===== src/rtl/msg_frame_pkg.sv =====
package msg_frame_pkg;

    typedef enum logic [2:0] {
        SQ_IDLE,
        SQ_PREP,
        SQ_OPEN,
        SQ_BODY,
        SQ_CLOSE
    } sq_state_e;

    localparam logic [1:0] RA_CTRL = 2'd0;
    localparam logic [1:0] RA_PTR  = 2'd1;
    localparam logic [1:0] RA_LEN  = 2'd2;
    localparam logic [1:0] RA_STAT = 2'd3;

    localparam int CB_RUN    = 0;
    localparam int CB_MASTER = 1;
    localparam int CB_IRQEN  = 2;
    localparam int CB_ACK    = 3;

    typedef struct packed {
        logic irq_en;
        logic master;
        logic run;
    } ctl_bits_t;

    typedef struct packed {
        logic busy;
        logic done;
    } stat_bits_t;

    function automatic ctl_bits_t decode_ctl(input logic [31:0] w);
        ctl_bits_t c;
        c.irq_en = w[CB_IRQEN];
        c.master = w[CB_MASTER];
        c.run    = w[CB_RUN];
        return c;
    endfunction

    function automatic logic is_ack(input logic [31:0] w);
        return w[CB_ACK];
    endfunction

endpackage


===== src/rtl/msg_frame_regs.sv =====
module msg_frame_regs
    import msg_frame_pkg::*;
#(
    parameter int ADDR_W = 16,
    parameter int LEN_W  = 12
) (
    input  logic              clk,
    input  logic              rst,
    input  logic              reg_wr,
    input  logic [1:0]        reg_addr,
    input  logic [31:0]       reg_wdata,
    output logic [31:0]       reg_rdata,
    input  logic              busy,
    input  logic              finish,
    output logic              launch,
    output logic [ADDR_W-1:0] ptr,
    output logic [LEN_W-1:0]  len,
    output logic              master,
    output logic              done,
    output logic              irq
);
    ctl_bits_t  ctl_q;
    ctl_bits_t  wr_ctl_bits;
    stat_bits_t stat;
    logic       wr_ctl;
    logic       unused_wdata;

    assign unused_wdata = ^reg_wdata;
    assign wr_ctl       = reg_wr && (reg_addr == RA_CTRL);
    assign wr_ctl_bits  = decode_ctl(reg_wdata);
    assign launch       = wr_ctl && wr_ctl_bits.run && wr_ctl_bits.master
                          && !busy && !ctl_q.run;

    always_ff @(posedge clk) begin
        if (rst) begin
            ctl_q <= '0;
            ptr   <= '0;
            len   <= '0;
            done  <= 1'b0;
        end else begin
            if (wr_ctl) begin
                ctl_q.master <= wr_ctl_bits.master;
                ctl_q.irq_en <= wr_ctl_bits.irq_en;
            end
            if (launch) begin
                ctl_q.run <= 1'b1;
            end else if (finish) begin
                ctl_q.run <= 1'b0;
            end
            if (reg_wr && (reg_addr == RA_PTR)) begin
                ptr <= reg_wdata[ADDR_W-1:0];
            end
            if (reg_wr && (reg_addr == RA_LEN)) begin
                len <= reg_wdata[LEN_W-1:0];
            end
            // completion wins over a simultaneous acknowledge
            if (finish) begin
                done <= 1'b1;
            end else if (wr_ctl && is_ack(reg_wdata)) begin
                done <= 1'b0;
            end
        end
    end

    assign stat.busy = busy;
    assign stat.done = done;
    assign master    = ctl_q.master;
    assign irq       = done && ctl_q.irq_en;

    always_comb begin
        case (reg_addr)
            RA_CTRL: reg_rdata = 32'(ctl_q);
            RA_PTR:  reg_rdata = 32'(ptr);
            RA_LEN:  reg_rdata = 32'(len);
            default: reg_rdata = 32'(stat);
        endcase
    end

endmodule


===== src/rtl/msg_frame_fetch.sv =====
module msg_frame_fetch #(
    parameter int WORD_BYTES = 4,
    parameter int WADDR_W    = 14,
    parameter int CNT_W      = 13,
    parameter int DEPTH      = 2
) (
    input  logic                    clk,
    input  logic                    rst,
    input  logic                    launch,
    input  logic [WADDR_W-1:0]      base,
    input  logic [CNT_W-1:0]        words,
    output logic                    mem_req,
    output logic [WADDR_W-1:0]      mem_addr,
    input  logic                    mem_valid,
    input  logic [WORD_BYTES*8-1:0] mem_rdata,
    input  logic                    pop,
    output logic [WORD_BYTES*8-1:0] head,
    output logic                    head_valid
);
    localparam int DATA_W = WORD_BYTES * 8;
    localparam int PTR_W  = (DEPTH > 1) ? $clog2(DEPTH) : 1;
    localparam int OCC_W  = $clog2(DEPTH + 1);

    logic [DATA_W-1:0]  slots [DEPTH];
    logic [PTR_W-1:0]   rd_p, wr_p;
    logic [OCC_W-1:0]   occ;
    logic [WADDR_W-1:0] wptr;
    logic [CNT_W-1:0]   left;
    logic               push;

    function automatic logic [PTR_W-1:0] step(input logic [PTR_W-1:0] p);
        return (p == PTR_W'(DEPTH - 1)) ? '0 : p + 1'b1;
    endfunction

    assign mem_req    = (left != '0) && (occ < OCC_W'(DEPTH));
    assign mem_addr   = wptr;
    assign push       = mem_req && mem_valid;
    assign head       = slots[rd_p];
    assign head_valid = (occ != '0);

    always_ff @(posedge clk) begin
        if (rst) begin
            rd_p <= '0;
            wr_p <= '0;
            occ  <= '0;
            wptr <= '0;
            left <= '0;
        end else if (launch) begin
            rd_p <= '0;
            wr_p <= '0;
            occ  <= '0;
            wptr <= base;
            left <= words;
        end else begin
            if (push) begin
                wr_p <= step(wr_p);
                wptr <= wptr + 1'b1;
                left <= left - 1'b1;
            end
            if (pop) begin
                rd_p <= step(rd_p);
            end
            occ <= occ + OCC_W'(push) - OCC_W'(pop);
        end
    end

    always_ff @(posedge clk) begin
        if (push) begin
            slots[wr_p] <= mem_rdata;
        end
    end

endmodule


===== src/rtl/msg_frame_seq.sv =====
module msg_frame_seq
    import msg_frame_pkg::*;
#(
    parameter int WORD_BYTES = 4,
    parameter int LEN_W      = 12
) (
    input  logic                          clk,
    input  logic                          rst,
    input  logic                          launch,
    input  logic [$clog2(WORD_BYTES)-1:0] start_lane,
    input  logic [LEN_W-1:0]              len,
    input  logic [WORD_BYTES*8-1:0]       head,
    input  logic                          head_valid,
    output logic                          pop,
    output logic                          out_valid,
    output logic [7:0]                    out_byte,
    output logic                          open_pulse,
    output logic                          close_pulse,
    output logic                          busy
);
    localparam int LANE_W = $clog2(WORD_BYTES);

    sq_state_e         state;
    logic [LANE_W-1:0] lane;
    logic [LEN_W-1:0]  left;
    logic [7:0]        lanes [WORD_BYTES];
    logic              last_byte;

    for (genvar g = 0; g < WORD_BYTES; g++) begin : g_lane
        assign lanes[g] = head[g*8 +: 8];
    end

    assign last_byte   = (left == LEN_W'(1));
    assign out_valid   = (state == SQ_BODY) && head_valid;
    assign out_byte    = lanes[lane];
    assign pop         = out_valid && ((lane == LANE_W'(WORD_BYTES - 1)) || last_byte);
    assign open_pulse  = (state == SQ_OPEN);
    assign close_pulse = (state == SQ_CLOSE);
    assign busy        = (state != SQ_IDLE);

    always_ff @(posedge clk) begin
        if (rst) begin
            state <= SQ_IDLE;
            lane  <= '0;
            left  <= '0;
        end else begin
            case (state)
                SQ_IDLE: begin
                    if (launch) begin
                        state <= SQ_PREP;
                        lane  <= start_lane;
                        left  <= len;
                    end
                end
                SQ_PREP: begin
                    if ((left == '0) || head_valid) begin
                        state <= SQ_OPEN;
                    end
                end
                SQ_OPEN: begin
                    state <= (left == '0) ? SQ_CLOSE : SQ_BODY;
                end
                SQ_BODY: begin
                    if (head_valid) begin
                        lane <= lane + 1'b1;
                        left <= left - 1'b1;
                        if (last_byte) begin
                            state <= SQ_CLOSE;
                        end
                    end
                end
                default: begin
                    state <= SQ_IDLE;
                end
            endcase
        end
    end

endmodule


===== src/rtl/msg_frame_tx.sv =====
module msg_frame_tx
    import msg_frame_pkg::*;
#(
    parameter int ADDR_W      = 16,
    parameter int LEN_W       = 12,
    parameter int WORD_BYTES  = 4,
    parameter int FETCH_DEPTH = 2
) (
    input  logic                                  clk,
    input  logic                                  rst,
    input  logic                                  reg_wr,
    input  logic [1:0]                            reg_addr,
    input  logic [31:0]                           reg_wdata,
    output logic [31:0]                           reg_rdata,
    output logic                                  mem_req,
    output logic [ADDR_W-$clog2(WORD_BYTES)-1:0]  mem_addr,
    input  logic                                  mem_valid,
    input  logic [WORD_BYTES*8-1:0]               mem_rdata,
    output logic                                  out_valid,
    output logic [7:0]                            out_byte,
    output logic                                  frame_start,
    output logic                                  frame_end,
    output logic                                  irq
);
    localparam int LANE_W  = $clog2(WORD_BYTES);
    localparam int WADDR_W = ADDR_W - LANE_W;
    localparam int CNT_W   = LEN_W + 1;
    localparam int DATA_W  = WORD_BYTES * 8;

    logic              launch;
    logic [ADDR_W-1:0] ptr;
    logic [LEN_W-1:0]  len;
    logic              master;
    logic              done_flag;
    logic              busy;
    logic              seq_open;
    logic              seq_close;
    logic              pop;
    logic [DATA_W-1:0] head;
    logic              head_valid;
    logic [CNT_W-1:0]  words;
    logic [LANE_W-1:0] lane0;

    assign lane0 = ptr[LANE_W-1:0];
    assign words = (len == '0) ? '0
                 : CNT_W'((CNT_W'(len) + CNT_W'(lane0) + CNT_W'(WORD_BYTES - 1)) >> LANE_W);

    msg_frame_regs #(
        .ADDR_W (ADDR_W),
        .LEN_W  (LEN_W)
    ) u_regs (
        .clk       (clk),
        .rst       (rst),
        .reg_wr    (reg_wr),
        .reg_addr  (reg_addr),
        .reg_wdata (reg_wdata),
        .reg_rdata (reg_rdata),
        .busy      (busy),
        .finish    (seq_close),
        .launch    (launch),
        .ptr       (ptr),
        .len       (len),
        .master    (master),
        .done      (done_flag),
        .irq       (irq)
    );

    msg_frame_fetch #(
        .WORD_BYTES (WORD_BYTES),
        .WADDR_W    (WADDR_W),
        .CNT_W      (CNT_W),
        .DEPTH      (FETCH_DEPTH)
    ) u_fetch (
        .clk        (clk),
        .rst        (rst),
        .launch     (launch),
        .base       (ptr[ADDR_W-1:LANE_W]),
        .words      (words),
        .mem_req    (mem_req),
        .mem_addr   (mem_addr),
        .mem_valid  (mem_valid),
        .mem_rdata  (mem_rdata),
        .pop        (pop),
        .head       (head),
        .head_valid (head_valid)
    );

    msg_frame_seq #(
        .WORD_BYTES (WORD_BYTES),
        .LEN_W      (LEN_W)
    ) u_seq (
        .clk         (clk),
        .rst         (rst),
        .launch      (launch),
        .start_lane  (lane0),
        .len         (len),
        .head        (head),
        .head_valid  (head_valid),
        .pop         (pop),
        .out_valid   (out_valid),
        .out_byte    (out_byte),
        .open_pulse  (seq_open),
        .close_pulse (seq_close),
        .busy        (busy)
    );

    // side-band pins are only driven as sync master
    assign frame_start = master && seq_open;
    assign frame_end   = master && seq_close;

endmodule


===== config.mk =====
export PLATFORM = sky130hd
export DESIGN_NAME = msg_frame_tx
export DESIGN_NICKNAME = d
export VERILOG_FILES = /design/src/rtl/msg_frame_pkg.sv /design/src/rtl/msg_frame_regs.sv /design/src/rtl/msg_frame_fetch.sv /design/src/rtl/msg_frame_seq.sv /design/src/rtl/msg_frame_tx.sv
export SDC_FILE = /design/constraint.sdc
export NUM_CORES = 1
export LEC_CHECK = 0
export ABC_AREA = 1
export ABC_CLOCK_PERIOD_IN_PS = 8590
export BUFFER_PORTS_ARGS = -buffer_cell sky130_fd_sc_hd__buf_2
export CAP_MARGIN = 5
export CORE_MARGIN = 2
export CORE_UTILIZATION = 35
export CTS_CLUSTER_DIAMETER = 40
export DETAILED_ROUTE_END_ITERATION = 6
export SLEW_MARGIN = 5
export SYNTH_ARGS = -nofsm -noshare
export SYNTH_HDL_FRONTEND = slang
export SYNTH_SLANG_ARGS = --single-unit

===== constraint.sdc =====
create_clock -name clk -period 8.59 [get_ports clk]
set_input_delay 1.2885 -clock clk [delete_from_list [all_inputs] [get_ports clk]]
set_output_delay 1.2885 -clock clk [all_outputs]
set_load 0.005 [all_outputs]

==> flow_summary.yaml <==
outcome:
  status: "completed"
power_and_ir_drop:
  power_density_nw_per_um2: 269.0
  vdd_drop_max_mv: 0.1496
  swShare_pct: 37.14
  clockPowerShare_pct: 30.2
  p_leak_nw: 3.602
  p_sw_w: 0.0008665
  p_int_w: 0.001467
  combPwrFrac_pct: 30.3
  seqPwrFrac_pct: 39.5
grt:
  grt_max_degree: 56
  antenna_found_initial: 0
  grt_use_total_pct: 16.48
  grt_remaining_overflow: 0
  grt_pass1_vias: 5842
  grt_pass1_wl_um: 29360
route:
  drt_iter0_markers: 403
  firstDrtPassIters: 6
  drt-total-wl_um: 18490
  vias_per_cell: 4.895
  drc: 0
  dr_total_vias: 6535
  wire_per_inst_um: 13.85
  drtAntennaViolNets: 0
worst_setup_path:
  required_ns: 7.30
  crit_family: "buffers and inverters"
  slowest_stage: "inv_1"
  worst-path-buf-inv: 3
  crit_top_cell: "nand2_1"
  r2r-end: "u_seq.left[4]$_SDFFE_PP0P_"
  rr_worst_depth: 8
  timing.rr.start: "u_seq.state[2]$_SDFFE_PP0P_"
  critical-path-max-stage-delay_ns: 0.80
  crit_path_start_kind: "register"
  end_kind: "output pin"
  crit_chain: "buf_4 -> inv_1 -> nor2_1 -> o32ai_1 -> nand2_1 -> nand2_1 -> buf_2"
  r2r_slack_ns: 5.79
  crit_fanout: 33
  arrival_ns: 2.49
  critPathKind: "register to output pin"
floorplan:
  initial_core_util_pct: 35.65
  die_h_um: 150.3
  rows: 53
  pin_count: 129
  die-area_um2: 22600
  core-area_um2: 21020
  die_x_um: 150.3
cells_and_area:
  seq_area_um2: 3543
  multi_input_area_um2: 3309
  fill_cells: 2184
  synthToLayoutAreaGrowth_pct: 15.75
  final_layout_size_suffix_gt1_share_pct: 15.86
  nets: 1128
  fin_util_pct: 41.26
yosys:
  synth-seq-area-share_pct: 47.29
  yosysWarnings: 0
  synth_common_cells: "nand2_1 (191), nor2_1 (143), inv_1 (97)"
  yosys.cell_count.top_type: "nand2_1"
  synth_cells: 963
  synth_seq_cells: 145
  yosysTopAreaCell: "edfxtp_1"
  synth_flop_cell: "dfxtp_1"
  netlist.area_leader.share_pct: 25.65
  synth_edf_count: 64
  synthArstFlopShare_pct: 0
  syn_area_um2: 7493
  ys_top_cells_by_area: "edfxtp_1 (26%), dfxtp_1 (22%), nand2_1 (9.6%)"
  syn_area_per_cell_um2: 7.781
  synth.distinct_cells: 47
clock_tree:
  clkSinkCount: 145
  cts_tree: "yes"
  cts_buffers: 17
  cts_setup_buffers: 0
  hold_buffers: 0
  insertion_delay_ns: 0.42
  cts_buffer_depth: 2
  h-tree-depth: 4
  cts_resized: 0
  clockRootBuffer: "clkbuf_16"
  cts.clk_slew.worst_paths_ns: 0.07
placement:
  place.gp.congestion: 0.8246
  dp_hpwl_um: 12880
  port_buffers: 96
min_path:
  hold_end: "u_regs.ptr[15]$_SDFFE_PP0P_"
  hold_path_class: "register to register"
  hp-start: "u_regs.ptr[15]$_SDFFE_PP0P_"
  hold_depth: 2
sta:
  fin_crit_sh_pct: 43.95
  relSlewSlack_pct: 30.24
  fin_tns_setup_ns: 0
  drv_slew: 0
  period_needed_ns: 3.775
  setup_viol: 0
  worst_slew_pin_slew_ns: 1.045
  max_freq_mhz: 264.9
  fin_worst_skew_ns: 0.01167
  hold_viol: 0
  rsz0062_at_grt: "false"
job:
  max_cap_viol_count: 0
[state kept, by name, summed over array words and instances, names as in the netlist, named ones only]
register          cells
u_fetch.slots        64
u_regs.ptr           16
u_fetch.mem_addr     14
u_fetch.left         13
u_regs.len           12
u_seq.left           12
u_seq.state           3
u_fetch.occ           2
u_regs.ctl_q          2
u_seq.lane            2
u_fetch.rd_p          1
u_fetch.wr_p          1
u_regs.done           1
u_regs.master         1
[logic make-up (layout without fill, tap and decap cells)]
logic type      Yosys count  after routing  share of synthesized area [%]
simple gates            435            435                          24.88
flops                   145            145                          47.29
compound gates          207            207                          15.38
buf+inv                 155            236                          9.367
xor+xnor                  8              8                         0.9351
other cells               1             17                        0.05004
fa+ha+maj                12             12                          2.104
[worst max path at each step]
stage	cells after the start	start	to
final	7	register	out_byte[0]
after global routing	7	register	out_byte[1]
after CTS	7	register	out_byte[1]
after detailed placement	8	reg_addr[0]	reg_rdata[1]
after global placement	8	reg_addr[0]	reg_rdata[1]
after floorplan	3	mem_valid	u_fetch.slots[0][0]$_DFFE_PP_
[power groups by stage]
stage                     Clock (W)  Combinational, W  Sequential [W]
after floorplan                   0          0.000557        0.000913
after CTS                  0.000721          0.000710        0.000921
after detailed placement          0          0.000706        0.000936
final                      0.000705          0.000706        0.000922
after global routing       0.000753          0.000817        0.000935
after global placement            0          0.000701        0.000935
[per-stage QoR]
step | setup slack (ns) | std cells | hold WS (ns) | power (W) | area (um2)
2_1_floorplan | 5.252 | 978 | 0.4442 | 0.001470 | 7550
3_3_place_gp | 4.901 | 1302 | 0.4575 | 0.001636 | 8108
3_5_place_dp | 4.887 | 1302 | 0.4673 | 0.001642 | 8108
4_1_cts | 4.737 | 1334 | 0.4781 | 0.002352 | 8671
5_1_grt | 4.614 | 1334 | 0.4960 | 0.002505 | 8671
6_report | 4.815 | 1335 | 0.4735 | 0.002333 | 8673
[metal layers]
layer | vias up | track usage, % | wire [um]
met4 | 0 | 4.434 | 210
met5 | - | 0 | 0
met1 | 2972 | 22.87 | 8923
met2 | 201 | 26.02 | 8156
met3 | 14 | 3.515 | 1199
li1 | 3348 | - | -
[tightest hold or removal path: stages, from the launching register on]
cell,delay (ns)
dfxtp_1,0.31
inv_1,0.06
a21oi_1,0.06
[placed cells by master (no fill, tap or decap), types with 17 or more instances in the layout]
cell type  instances
inv_1             97
nor2_1           141
nand3_1           54
nand2_1          191
a21oi_1           69
dfxtp_1           81
o21ai_0           89
edfxtp_1          64
clkbuf_16         17
buf_2             96
[cell type report]
type                            count  area share (%)
Clock inverter                     15           1.587
Tap cell                          275           3.967
Clock buffer                       17           4.905
Sequential cell                   145           40.85
Timing Repair Buffer              101           5.972
Multi-Input combinational cell    678           38.16
Inverter                          103           4.530
Antenna cell                        1         0.02885
No activity file was read; power rests on OpenSTA's default activity.
